File: src/rtl/pwrup_pkg.sv
package pwrup_pkg;

   typedef enum logic [1:0] {
      OSC_EXT   = 2'd0,
      OSC_INT   = 2'd1,
      OSC_XT_LO = 2'd2,
      OSC_XT_HI = 2'd3
   } osc_mode_t;

   typedef enum logic [1:0] {
      SQ_HOLD = 2'd0,
      SQ_PWRT = 2'd1,
      SQ_OST  = 2'd2,
      SQ_RUN  = 2'd3
   } seq_state_t;

   localparam int FLAG_W   = 2;
   localparam int FLAG_BOR = 0;
   localparam int FLAG_POR = 1;

   function automatic logic needs_settle(input osc_mode_t m);
      return (m == OSC_XT_LO) || (m == OSC_XT_HI);
   endfunction

endpackage

File: src/rtl/pwrup_sync.sv
module pwrup_sync #(
   parameter int STAGES    = 2,
   parameter bit RST_VALUE = 1'b1
) (
   input  logic clk,
   input  logic rst,
   input  logic d,
   output logic q
);
   generate
      if (STAGES < 0) begin : g_bad
         $error("pwrup_sync: STAGES must not be negative");
      end
      if (STAGES == 0) begin : g_bypass
         assign q = d;
      end else begin : g_chain
         logic [STAGES-1:0] sr;
         always_ff @(posedge clk or posedge rst) begin
            if (rst) sr <= {STAGES{RST_VALUE}};
            else if (STAGES == 1) sr[0] <= d;
            else sr <= {sr[STAGES-2:0], d};
         end
         assign q = sr[STAGES-1];
      end
   endgenerate
endmodule

File: src/rtl/pwrup_stage_timer.sv
module pwrup_stage_timer #(
   parameter int LIMIT = 1024
) (
   input  logic clk,
   input  logic rst,
   input  logic run,
   output logic done
);
   localparam int CW = (LIMIT > 1) ? $clog2(LIMIT) : 1;
   localparam logic [CW-1:0] LAST = CW'(LIMIT - 1);

   generate
      if (LIMIT < 1) begin : g_bad
         $error("pwrup_stage_timer: LIMIT must be at least 1");
      end
   endgenerate

   logic [CW-1:0] cnt;

   assign done = run && (cnt == LAST);

   always_ff @(posedge clk or posedge rst) begin
      if (rst)       cnt <= '0;
      else if (!run) cnt <= '0;
      else if (done) cnt <= '0;
      else           cnt <= cnt + 1'b1;
   end

   assert_count_in_range_R3: assert property (@(posedge clk) disable iff (rst)
      cnt <= LAST)
      else $error("stage timer count beyond limit");

   assert_idle_count_zero_R4: assert property (@(posedge clk) disable iff (rst)
      !$past(run) |-> (cnt == '0))
      else $error("stage timer not cleared while idle");
endmodule

File: src/rtl/pwrup_cause_reg.sv
module pwrup_cause_reg
   import pwrup_pkg::*;
(
   input  logic              clk,
   input  logic              por,
   input  logic              bod_hit,
   input  logic              wr_en,
   input  logic [FLAG_W-1:0] wr_data,
   output logic [FLAG_W-1:0] flags
);
   always_ff @(posedge clk or posedge por) begin
      if (por) begin
         flags <= '0;
      end else begin
         if (wr_en)   flags <= wr_data;
         if (bod_hit) flags[FLAG_BOR] <= 1'b0;
      end
   end

   assert_bod_clears_flag_R9: assert property (@(posedge clk) disable iff (por)
      bod_hit |=> !flags[FLAG_BOR])
      else $error("brown-out did not clear its flag");

   assert_por_flag_only_by_write_R11: assert property (@(posedge clk) disable iff (por)
      !wr_en |=> $stable(flags[FLAG_POR]))
      else $error("power-on flag changed without a write");

   assert_write_loads_R10: assert property (@(posedge clk) disable iff (por)
      wr_en |=> (flags[FLAG_POR] == $past(wr_data[FLAG_POR])))
      else $error("write did not load power-on flag");
endmodule

File: src/rtl/pwrup_reset_seq.sv
module pwrup_reset_seq
   import pwrup_pkg::*;
#(
   parameter int PWRT_CYCLES = 65536,
   parameter int OST_CYCLES  = 1024,
   parameter int MCLR_SYNC   = 2,
   parameter bit BOD_ENABLE  = 1'b1
) (
   input  logic       clk,
   input  logic       por_active,
   input  logic       bod_trip,
   input  logic       wdt_expire,
   input  logic       mclr_n,
   input  logic [1:0] osc_sel,
   input  logic       pwrt_en,
   input  logic       flag_wr,
   input  logic [1:0] flag_wdata,
   output logic       core_rst,
   output logic [1:0] cause_flags
);
   generate
      if (PWRT_CYCLES < 1 || OST_CYCLES < 1) begin : g_bad_len
         $error("pwrup_reset_seq: delay lengths must be at least 1");
      end
      if (MCLR_SYNC > 4) begin : g_bad_sync
         $error("pwrup_reset_seq: MCLR_SYNC above 4 is not supported");
      end
   endgenerate

   logic bod_hit;
   generate
      if (BOD_ENABLE) begin : g_bod
         assign bod_hit = bod_trip;
      end else begin : g_no_bod
         assign bod_hit = 1'b0;
      end
   endgenerate

   logic mclr_ok;
   pwrup_sync #(.STAGES(MCLR_SYNC), .RST_VALUE(1'b1)) u_mclr_sync (
      .clk (clk),
      .rst (por_active),
      .d   (mclr_n),
      .q   (mclr_ok)
   );

   seq_state_t st, st_n;
   logic       settle;
   logic       pwrt_done, ost_done;

   assign settle = needs_settle(osc_mode_t'(osc_sel));

   pwrup_stage_timer #(.LIMIT(PWRT_CYCLES)) u_pwrt (
      .clk  (clk),
      .rst  (por_active),
      .run  (st == SQ_PWRT),
      .done (pwrt_done)
   );

   pwrup_stage_timer #(.LIMIT(OST_CYCLES)) u_ost (
      .clk  (clk),
      .rst  (por_active),
      .run  (st == SQ_OST),
      .done (ost_done)
   );

   always_comb begin
      st_n = st;
      unique case (st)
         SQ_HOLD: st_n = pwrt_en ? SQ_PWRT : (settle ? SQ_OST : SQ_RUN);
         SQ_PWRT: if (pwrt_done) st_n = settle ? SQ_OST : SQ_RUN;
         SQ_OST:  if (ost_done)  st_n = SQ_RUN;
         default: st_n = SQ_RUN;
      endcase
      if (bod_hit) st_n = SQ_HOLD;
   end

   always_ff @(posedge clk or posedge por_active) begin
      if (por_active) begin
         st       <= SQ_HOLD;
         core_rst <= 1'b1;
      end else begin
         st       <= st_n;
         core_rst <= (st_n != SQ_RUN) || !mclr_ok || wdt_expire;
      end
   end

   pwrup_cause_reg u_flags (
      .clk     (clk),
      .por     (por_active),
      .bod_hit (bod_hit),
      .wr_en   (flag_wr),
      .wr_data (flag_wdata),
      .flags   (cause_flags)
   );

   always_ff @(posedge clk) begin
      if (por_active) begin
         assert_por_holds_reset_R1: assert (core_rst)
            else $error("reset low during power-on");
      end
   end

   assert_wdt_pulse_R7: assert property (@(posedge clk) disable iff (por_active)
      wdt_expire |=> core_rst)
      else $error("watchdog did not assert reset");

   assert_release_needs_run_R2: assert property (@(posedge clk) disable iff (por_active)
      !core_rst |-> (st == SQ_RUN))
      else $error("reset released before delays finished");

   assert_settle_follows_pwrt_R4: assert property (@(posedge clk) disable iff (por_active)
      (st == SQ_OST && $past(st) != SQ_OST) |-> ($past(st) == SQ_PWRT || $past(st) == SQ_HOLD))
      else $error("oscillator delay entered out of order");

   assert_pin_no_restart_R6: assert property (@(posedge clk) disable iff (por_active)
      ($past(st) == SQ_RUN && !bod_hit && !$past(bod_hit)) |-> (st == SQ_RUN))
      else $error("delay chain restarted without power event");
endmodule

File: config.mk
export PLATFORM = sky130hd
export DESIGN_NAME = pwrup_reset_seq
export DESIGN_NICKNAME = d
export VERILOG_FILES = /design/src/rtl/pwrup_pkg.sv /design/src/rtl/pwrup_sync.sv /design/src/rtl/pwrup_stage_timer.sv /design/src/rtl/pwrup_cause_reg.sv /design/src/rtl/pwrup_reset_seq.sv
export SDC_FILE = /design/constraint.sdc
export NUM_CORES = 1
export LEC_CHECK = 0
export BUFFER_PORTS_ARGS = -buffer_cell sky130_fd_sc_hd__buf_2
export CORE_ASPECT_RATIO = 1.2
export CORE_MARGIN = 2
export CORE_UTILIZATION = 57
export CTS_CLUSTER_SIZE = 12
export DETAILED_ROUTE_END_ITERATION = 7
export PLACE_DENSITY = 0.77
export RECOVER_POWER = 100
export SYNTH_ARGS = -nofsm -noshare
export SYNTH_HDL_FRONTEND = slang
export SYNTH_SLANG_ARGS = --single-unit
export TNS_END_PERCENT = 30
File: constraint.sdc
create_clock -name clk -period 2.41 [get_ports clk]
set_clock_uncertainty 0.05 [all_clocks]
set_input_delay 0.241 -clock clk [delete_from_list [all_inputs] [get_ports clk]]
set_output_delay 0.241 -clock clk [all_outputs]
set_load 0.01 [all_outputs]
==> results of run 1 <==
[cell type report]
cell class / count / area, µm² / area share, %
Sequential cell: 33 / 829.5 / 48.86
Clock buffer: 6 / 41.29 / 2.432
Timing Repair Buffer: 15 / 81.33 / 4.790
Multi-Input combinational cell: 106 / 671.9 / 39.57
Tap cell: 33 / 41.29 / 2.432
Clock inverter: 2 / 10.01 / 0.5895
Inverter: 6 / 22.52 / 1.326
[repair_timing]
item	CTS	global route
hold buffers	2	0
gates resized for setup	0	0
endpoints found under the hold margin	31	0
setup endpoints to repair	0	0
buffers inserted	0	0
[worst register-to-register path: cells and delay by family, from the launching register on]
kind / cells / cell delay (ns)
adders and majority gates: 1 / 0.25
DFF: 1 / 0.43
AOI/OAI and AO/OA: 2 / 0.56
buffers and inverters: 1 / 0.08
and+or+nand+nor: 1 / 0.58
[logic make-up after synthesis]
kind of cell,share of synthesized area [%]
and+or+nand+nor,26.08
buffers and inverters,2.200
muxes,1.385
DFF,54.03
xor gates and xnor gates,10.84
AOI/OAI and AO/OA,3.831
adders and majority gates,1.630
[power breakdown]
| part | switching, W | internal [W] | total (W) |
|---|---|---|---|
| logic | 0.0000487 | 0.0000295 | 0.0000782 |
| clock network | 0.000174 | 0.000111 | 0.000285 |
| registers | 0.0000140 | 0.000571 | 0.000585 |
[cells in the mapped netlist, drive strengths merged]
library cell,n,area (µm²)
nand4,2,27.53
nor2,29,108.9
and4bb,1,12.51
and2b,1,7.510
mux2,1,11.26
o21ai,3,26.28
nand3b,1,7.510
inv,6,22.52
clkbuf,1,3.750
buf,1,7.510
or3,2,12.51
and4,3,26.28
a41o,1,10.01
and2,1,6.260
xor2,6,52.55
nand2b,2,12.51
dfrtp,30,750.7
mux2i,1,10.01
nand3,10,55.05
dfstp,3,78.83
ha,2,25.02
nor4,3,18.77
nand2,11,41.29
or2b,1,8.760
o211ai,1,7.510
xnor2,13,113.9
nor3,4,20.02
or4,2,18.77
a21oi,3,15.01
and4b,1,10.01
and3,1,6.260
[cell usage in the layout (no fill, tap or decap), drive strengths merged, types with 3 or more instances in the layout]
cell type,synthesis,routed
inv,6,6
nor3,4,4
dfstp,3,3
xnor2,13,13
a21oi,3,3
nand2,11,11
xor2,6,6
nor4,3,3
buf,1,9
o21ai,3,3
dfrtp,30,30
and4,3,3
clkbuf,1,10
nand3,10,10
nor2,29,29
[routing by layer]
layer	up-vias	wire, µm	part of all wire, %	track usage, %
met1	528	1099	41	21.83
li1	538	-	-	-
met2	15	1456	55	34.43
met4	0	15	0.56	9.398
met5	-	0	0	0
met3	2	86	3.2	7.635
[metrics by stage]
step	setup WS, ns	utilization, %
3_5_place_dp	0.3377	63.97
6_report	0.3481	66.52
4_1_cts	0.3393	66.76
3_3_place_gp	0.3952	63.97
2_1_floorplan	0.5422	-
5_1_grt	0.1769	66.52
[worst max-delay path by stage]
stage          cells after the start        endpoint
3_3_place_gp                       5           st[0]
5_1_grt                            5           st[0]
2_1_floorplan                      5  u_pwrt.cnt[14]
3_5_place_dp                       5           st[0]
4_1_cts                            5           st[0]
6_report                           5           st[0]
[sequential cells by signal, summed over array words and instances, names as in the netlist]
| register | flops |
|---|---|
| u_pwrt.cnt | 16 |
| st | 2 |
| u_mclr_sync.g_chain.sr | 2 |
| u_ost.cnt | 10 |
| u_flags.flags | 2 |
| core_rst | 1 |
==> summary.txt, run 1 <==
Setup path
  • Critical path's slowest cell: or4_4
  • Critical Path Max Stage Delay: between 0.5 and 0.6 ns
  • CP Launch Type: flop
  • Buf+Inv Stages, Crit Path: 1
  • Cells along the critical path: ha_1 > inv_1 > or4_4 > o21ai_4 > a21oi_1
  • Crit. Startpoint: u_pwrt.cnt[0]
  • Top delay family on crit path: simple AND/OR/NAND/NOR gates
  • Reg2reg path depth: 5
  • CP max FO: 17
  • Crit. End Element: flop
  • Reg2reg start: u_pwrt.cnt[0]
  • Worst flop-to-flop path endpoint: st[0]
  • Crit Path Class: flop to flop
  • Worst path arrival time: 2.21 ns
  • Worst Path Required: 2.56 ns
  • Worst R2R Setup Slack: between 0.3 and 0.4 ns

Floorplanning
  • Initial Util: about 60%
  • # IOs: 14
  • Die Ht: between 60 and 70 µm
  • Full die area: approximately 3100 µm²
  • Area of the core: roughly 2600 µm²
  • Chip width: between 50 and 60 µm
  • Rows: 20

Routing
  • DR WL/cell: between 10 and 15 µm
  • Via density: ~5.4
  • Final WL: roughly 2700 µm
  • TritonRoute pass-1 iters: 4
  • Final ANT Viol Nets: 0
  • Number of remaining DRC errors: 0
  • Total number of vias: around 1100
  • Detailed Route Iter0 Violations: 32

Synthesis
  • Syn. warnings: 0
  • Syn nets: between 150 and 200
  • Netlist Area Pre-Place: 1535 µm²
  • Mapped Cells: 147
  • Register bit total from synthesis: 33
  • Syn_area_per_cell: around 10 µm²
  • Seq/Total Area, Yosys: around 54%
  • Netlist cell types: 35

Timing
  • Tmin final: 2.062 ns
  • Tcrit/Tclk final: between 80% and 90%
  • RSZ-0062 raised after global routing: no
  • Final hold violations: 0
  • Max Clk Rate: between 0.4 and 0.5 GHz
  • Hold_ws: ~0.035 ns
  • Fin Setup TNS: 0 ns
  • Slew @ Worst Pin: just over 0.8 ns
  • Relative slew slack: between 40% and 50%
  • Setup violations, final: 0
  • Fin. max-slew vios: 0

GRT
  • Initial antenna violation count: 0
  • Vias in the first global route: 1045
  • Total GRT Usage: 19.99%
  • First-pass GRT wire length: between 4000 and 5000 µm
  • Largest net degree at the start of global routing: 34
  • Total gr overflow: 0

Clock network
  • Clock Root Buffer: clkbuf_4
  • Clk sinks: 33
  • Clock transition time at the flip-flop clock pins of the worst setup and hold paths: 0.10 ns
  • CTS buffer count: 5
  • H-tree levels: 2
  • Clk_lat worst skew: 0.33 ns
  • Max clock buf depth: 2
  • CTS tree: yes

Hold path
  • WHS Path Cells: 2
  • Hold wc startpoint: bod_trip
  • Hold Path End: u_flags.flags[0]
  • Worst min-delay path class: input port to flop

Finish
  • P&R area growth vs syn: 10.60%
  • Final net count: 180
  • Fillcell total: 217
  • Fin area: around 1700 µm²
  • Fin cells: between 200 and 250
  • Layout cells sized above 1: ~16%
  • Diodes inserted: 0

Pwr
  • Leak Pwr: 0.7216 nW
  • Max IR drop VDD: 0.3910 mV
  • Final total power: about 0.00095 W
  • Pwr dens: roughly 560 nW/µm²

Place
  • Post-DP Area: approximately 1600 µm²
  • Placed cell count: between 150 and 200
  • Final HPWL from detailed placement: 1889 µm
  • Gpl congestion: between 0.7 and 0.8
  • Port bufs: 12

Outcome
  • Status: complete, no violations

Flow run
  • Max cap viols: 0
Note: power is estimated with default switching activity, not from simulation.
==> run 2: changes to the inputs <==
- CORE_UTILIZATION: 57 -> 59
- CTS_BUF_LIST: not set -> sky130_fd_sc_hd__clkbuf_8
- PLACE_DENSITY: 0.77 -> 0.79
==> run 2 against run 1 <==
Compared with the run above:
- core utilization is 2.3 points higher
- sequential cell count stayed put
- fmax is 4.2% lower
- clock power is 45% higher
- worst setup slack worse by 0.090 ns
- sequential share of layout area is 0.71 points lower
- die area is 3.1% lower
- critical path type unchanged
==> summary.txt, run 2 (synthesis gave the netlist of run 1 again) <==
Routing
  • Via density: about 5.4
  • TritonRoute pass-1 iters: 4
  • Number of remaining DRC errors: 0
  • Final ANT Viol Nets: 0
  • Detailed Route Iter0 Violations: 33
  • DR WL/cell: about 15 µm
  • Final WL: 2923 µm
  • Total number of vias: 1086

Setup path
  • Top delay family on crit path: simple AND/OR/NAND/NOR gates
  • Worst Path Required: roughly 2.5 ns
  • Worst path arrival time: 2.25 ns
  • Critical Path Stages: 5
  • Worst flop-to-flop path endpoint: st[0]
  • Crit Path Class: flop to flop
  • Critical path's slowest cell: or4_1
  • CP max FO: 17
  • Buf+Inv Stages, Crit Path: 1
  • Worst R2R Setup Slack: 0.26 ns
  • Cells along the critical path: ha_1 > inv_1 > or4_1 > o21ai_4 > a21oi_1
  • Reg2reg path depth: 5
  • Crit. End Element: flop
  • CP Launch Type: flop
  • Reg2reg start: u_pwrt.cnt[0]
  • Critical Path Max Stage Delay: roughly 0.64 ns

Place
  • Placed cell count: around 190
  • Gpl congestion: about 0.72
  • Worst slack, placed: about 0.35 ns
  • Final HPWL from detailed placement: 2028 µm
  • Port bufs: 12

Timing
  • Tcrit/Tclk final: about nine tenths
  • Fin. max-slew vios: 0
  • RSZ-0062 raised after global routing: no
  • PnR worst setup slack: 0.2586 ns
  • Setup violations, final: 0
  • Slew @ Worst Pin: slightly above 0.8 ns
  • Relative slew slack: 46.39%
  • Max Clk Rate: 0.4648 GHz
  • Final hold violations: 0
  • Tmin final: approximately 2.2 ns
  • Fin Setup TNS: 0 ns

Clock network
  • Max clock buf depth: 2
  • Resized cells post-CTS: 0
  • CTS tree: yes
  • Setup bufs post-CTS: 0
  • Clock transition time at the flip-flop clock pins of the worst setup and hold paths: roughly 0.060 ns
  • CTS buffer count: 5
  • Clk sinks: 33
  • Hold_buf cts: 1
  • Clock Root Buffer: clkbuf_8
  • Clk_lat worst skew: between 0.2 and 0.3 ns
  • H-tree levels: 2

Hold path
  • WHS Path Cells: 1
  • Hold Path End: u_mclr_sync.g_chain.sr[0]
  • Worst min-delay path class: input port to flop
  • Hold wc startpoint: mclr_n

GRT
  • Total gr overflow: 0
  • Largest net degree at the start of global routing: 34
  • Vias in the first global route: approximately 1100
  • Initial antenna violation count: 0
  • First-pass GRT wire length: 4788 µm
  • Total GRT Usage: 22.22%

Flow run
  • Max cap viols: 0

Floorplanning
  • Area of the core: ~2500 µm²
  • Full die area: ~3000 µm²
  • Die Ht: ~60 µm
  • Chip width: 50.57 µm
  • # IOs: 14
  • Rows: 20
  • Initial Util: 61.35%

Finish
  • FF+latch area: 829.5 µm²
  • Max reg flops: 16
  • Layout cells sized above 1: 14.97%
  • Fin cells: 200
  • P&R area growth vs syn: 12.22%
  • Footprint of the multi-input gates: approximately 670 µm²
  • Fillcell total: slightly above 200
  • Final net count: approximately 180
  • Most common library cell in the layout ignoring fill and taps: dfrtp_1
  • Top reg by flops: u_pwrt.cnt
  • Top Registers: u_pwrt.cnt x16, u_ost.cnt x10
  • Most frequent cells in the layout: 30 x dfrtp_1, 29 x nor2_1, 13 x xnor2_1
  • Diodes inserted: 0

Pwr
  • Max IR drop VDD: around 0.45 mV
  • Leak Pwr: 0.7376 nW
  • Pwr dens: approximately 630 nW/µm²
  • Final total power: between 0.001 and 0.0015 W

Outcome
  • Status: complete, no violations
-- run 2: changes by cell type in the layout (fill, tap and decap cells not counted) --
cell / previous run / this run
or4_4: 1 / 0
clkbuf_1: 4 / 3
or4_1: 1 / 2
clkbuf_4: 5 / 0
clkinv_2: 2 / 0
clkbuf_8: 0 / 6
dlygate4sd3_1: 2 / 1
inv_1: 6 / 8
-- run 2: final cells by class --
class,count,share of cell area (%)
flip-flops and latches,33,48.15
inverters,6,1.307
clock inverters,2,0.4357
well taps,33,2.397
clock buffers,6,4.793
repair buffers,14,4.139
multi-input cells,106,38.78
-- run 2: report_power, final --
part           internal, W  leakage (nW)  total (W)  switching (W)
sequential        0.000571         0.443   0.000586      0.0000149
combinational    0.0000288         0.241  0.0000793      0.0000505
clock             0.000224        0.0538   0.000413       0.000189
-- run 2: stage by stage --
stage,util (%),hold WS (ns),area [µm²]
detailed placement,65.25,0.2953,1633
finish,68.85,0.01625,1723
global route,68.85,0.001832,1723
global placement,65.25,0.2877,1633
floorplan,-,0.1955,1535
CTS,69.25,0.005062,1733
-- run 2: metal layers --
metal | GRT usage [%] | wire (µm) | vias to the layer above
met5 | 0 | 0 | -
met4 | 9.266 | 45 | 0
met3 | 8.250 | 99 | 4
met2 | 40.60 | 1650 | 15
met1 | 22.83 | 1128 | 531
li1 | - | - | 536
-- run 2: worst max-delay path by stage --
stage                                 to          start
after floorplan           u_pwrt.cnt[14]  u_pwrt.cnt[0]
after CTS                          st[0]  u_pwrt.cnt[0]
after global routing               st[1]  u_pwrt.cnt[0]
after global placement             st[0]  u_pwrt.cnt[0]
after detailed placement           st[0]  u_pwrt.cnt[0]
final                              st[0]  u_pwrt.cnt[0]
-- run 2: worst register-to-register path: stages, from the launching register on --
cell and delay, ns:
dfrtp_1 0.42, ha_1 0.25, inv_1 0.07, or4_1 0.64, o21ai_4 0.45, a21oi_1 0.13
==> run 3: changes to the inputs <==
- SYNTH_HIERARCHICAL: not set -> 1
==> run 3 against run 2 <==
Compared with the run above:
- global-route usage up 0.30 points
- worst setup slack better by 0.041 ns
- combinational power up 1%
- largest power group unchanged
- core utilization up 1.0 points
- critical path type unchanged
- fmax up 2.0%
- clock-buffer cell count unchanged
- cell count up 4.0%
==> summary.txt, run 3 <==
Finish
  • FF+latch area: approximately 830 µm²
  • Final net count: roughly 190
  • Footprint of the multi-input gates: approximately 690 µm²
  • Fillcell total: ~200
  • P&R area growth vs syn: 11.42%
  • Most frequent cells in the layout: 30 x dfrtp_1, 19 x nor2_1, 15 x inv_1
  • Post-layout util: a little over two thirds
  • Layout cells sized above 1: between 10% and 20%
  • Top reg by flops: u_pwrt/cnt
  • Top Registers: u_pwrt/cnt x16, u_ost/cnt x10
  • Fin area: about 1800 µm²
  • Max reg flops: 16
  • Most common library cell in the layout ignoring fill and taps: dfrtp_1
  • Diodes inserted: 0

Timing
  • Tmin final: between 2 and 2.5 ns
  • Slew @ Worst Pin: about 0.83 ns
  • RSZ-0062 raised after global routing: no
  • Tcrit/Tclk final: just under 90%
  • Relative slew slack: between 40 and 50%
  • Max Clk Rate: roughly 0.47 GHz
  • Setup violations, final: 0
  • PnR worst setup slack: 0.2997 ns
  • Fin. max-slew vios: 0
  • Final hold violations: 0
  • Fin Setup TNS: 0 ns
  • Hold_ws: a little over 0.1 ns

Clock network
  • Clk_lat worst skew: 0.28 ns
  • Clock transition time at the flip-flop clock pins of the worst setup and hold paths: ~0.06 ns
  • Resized cells post-CTS: 0
  • Max clock buf depth: 2
  • Setup bufs post-CTS: 0
  • CTS tree: yes
  • H-tree levels: 2
  • Hold_buf cts: 2
  • Clk sinks: 33
  • CTS buffer count: 5
  • Clock Root Buffer: clkbuf_8

Synthesis
  • Register bit total from synthesis: 33
  • Syn nets: approximately 170
  • Mapped Cells: 152
  • Seq/Total Area, Yosys: between 50% and 60%
  • Compound-Gate Fraction of Synth Area: 6.411%
  • Post-synthesis mux area share: between 2 and 3%
  • Synth cell count leaders: 30 x dfrtp_1, 19 x nor2_1, 13 x inv_1, 10 x nand3_1, 9 x xnor2_1
  • Syn_area_per_cell: roughly 11 µm²
  • Netlist cell types: 39
  • Leading area contributor after synthesis: dfrtp_1
  • Asr flop ratio synth: between 90% and 100%
  • Synth area leaders: dfrtp_1 47%, dfstp_2 4.9%, xnor2_1 4.9%
  • Post-synthesis simple-gate area fraction: roughly a quarter
  • Syn. warnings: 6
  • Most common cell in the netlist: dfrtp_1
  • EDFF count, synth: 0
  • Top-area cell type share of the netlist area: between 40% and 50%
  • Post-Synth Adder-Cell Area: 1.564%
  • Netlist Area Pre-Place: 1600 µm²
  • Main flop type after synthesis: dfrtp_1
  • Largest family of logic cells by synthesized area: simple AND/OR/NAND/NOR gates
  • XOR/XNOR share of the synthesized area: a little under a tenth

Routing
  • Via density: around 5.5
  • Final ANT Viol Nets: 0
  • Met3 Wirelength: 72 µm
  • TritonRoute pass-1 iters: 4
  • Number of remaining DRC errors: 0
  • Final WL: approximately 2900 µm
  • Total number of vias: between 1000 and 1500
  • Top sig layer: met4
  • Detailed Route Iter0 Violations: 26
  • Met1 wire length: between 1000 and 1500 µm
  • Met2 wire length: about 1600 µm
  • DR WL/cell: around 14 µm

Floorplanning
  • Rows: 20
  • # IOs: 14
  • Initial Util: between 60% and 70%
  • Full die area: about 3100 µm²
  • Die Ht: around 61 µm
  • Area of the core: roughly 2600 µm²
  • Chip width: ~52 µm

Outcome
  • Status: complete, no violations

Place
  • Worst slack, placed: 0.3711 ns
  • Port bufs: 12
  • Post-DP Area: ~1700 µm²
  • Gpl congestion: around 0.80
  • Final HPWL from detailed placement: between 2000 and 2500 µm

Pwr
  • Leak Pwr: 0.8046 nW
  • Max IR drop VDD: about 0.43 mV
  • Comb pwr share: under 10%
  • P_int: 0.0008272 W
  • Pwr dens: ~600 nW/µm²
  • Clock share of power: between 30% and 40%
  • Switch share: a little under a quarter
  • Sequential share of power: around 54%
  • Switching pwr: 0.0002471 W

GRT
  • Total GRT Usage: a little under a quarter
  • Largest net degree at the start of global routing: 17
  • Vias in the first global route: approximately 1200
  • Total gr overflow: 0
  • Initial antenna violation count: 0
  • First-pass GRT wire length: roughly 5000 µm

Setup path
  • Crit Path Class: flop to flop
  • Cells along the critical path: ha_1 > nand3_1 > or2_4 > o31ai_2 > nor2_1
  • CP Launch Type: flop
  • Crit. End Element: flop
  • Worst path arrival time: around 2.2 ns
  • Worst Path Required: ~2.5 ns
  • CP max FO: 12
  • Worst R2R Setup Slack: ~0.3 ns
  • Critical path's slowest cell: o31ai_2
  • Top delay family on crit path: compound AO/OA/AOI/OAI gates
  • Buf+Inv Stages, Crit Path: 0
  • Critical Path Max Stage Delay: 0.71 ns

Flow run
  • Max cap viols: 0

Hold path
  • Worst min-delay path class: input port to flop
-- run 3: cell types whose count changed in the layout (fill, tap and decap cells not counted), sizes merged, moves of 4 or more --
cell and delta:
nand4 +4, nor2 -10, nand2 -6, inv +7, xnor2 -4
-- run 3: area by class of cell --
class | instances | area share (%)
sequential | 33 | 46.53
multi-input combinational | 105 | 38.53
timing repair buffer | 16 | 4.842
clock buffer | 6 | 4.632
inverter | 13 | 2.737
tap | 33 | 2.316
clock inverter | 2 | 0.4211
-- run 3: power by group through the flow --
stage	registers (W)	logic [W]	clock network (W)
3_5_place_dp	0.000592	0.0000817	0
2_1_floorplan	0.000591	0.0000565	0
6_report	0.000582	0.0000801	0.000412
4_1_cts	0.000582	0.0000866	0.000430
3_3_place_gp	0.000591	0.0000795	0
5_1_grt	0.000584	0.0000893	0.000455
-- run 3: metrics by stage --
stage,std cells,total power (W)
floorplan,152,0.0006478
global placement,198,0.0006705
finish,208,0.001074
CTS,208,0.001099
detailed placement,198,0.0006741
global route,208,0.001129
-- run 3: kinds of logic after synthesis --
| group | Yosys count |
|---|---|
| and+or+nand+nor | 69 |
| xor gates and xnor gates | 17 |
| AOI/OAI and AO/OA | 14 |
| DFF | 33 |
| adders and majority gates | 2 |
| buffers and inverters | 14 |
| muxes | 3 |
-- run 3: routing by layer --
layer / vias to the layer above / GRT usage (%)
met3: 8 / 8.738
li1: 562 / -
met4: 0 / 14.29
met5: - / 0
met1: 558 / 24.84
met2: 12 / 36.81
-- run 3: worst paths after layout --
kind,depth (start not counted),startpoint,endpoint
min in group asynchronous,3,por_active,u_flags/flags[1]
min,2,bod_trip,st[0]
max in group asynchronous,3,por_active,u_pwrt/cnt[15]
min reg2reg,0,u_mclr_sync/g_chain.sr[0],u_mclr_sync/g_chain.sr[1]
max,5,u_pwrt/cnt[0],u_pwrt/cnt[13]
max reg2reg,5,u_pwrt/cnt[0],u_pwrt/cnt[13]
-- run 3: worst reg2reg max path, stage by stage (launching register included) --
cell and delay [ns]:
dfrtp_1 0.38, ha_1 0.24, nand3_1 0.16, or2_4 0.28, o31ai_2 0.71, nor2_1 0.14
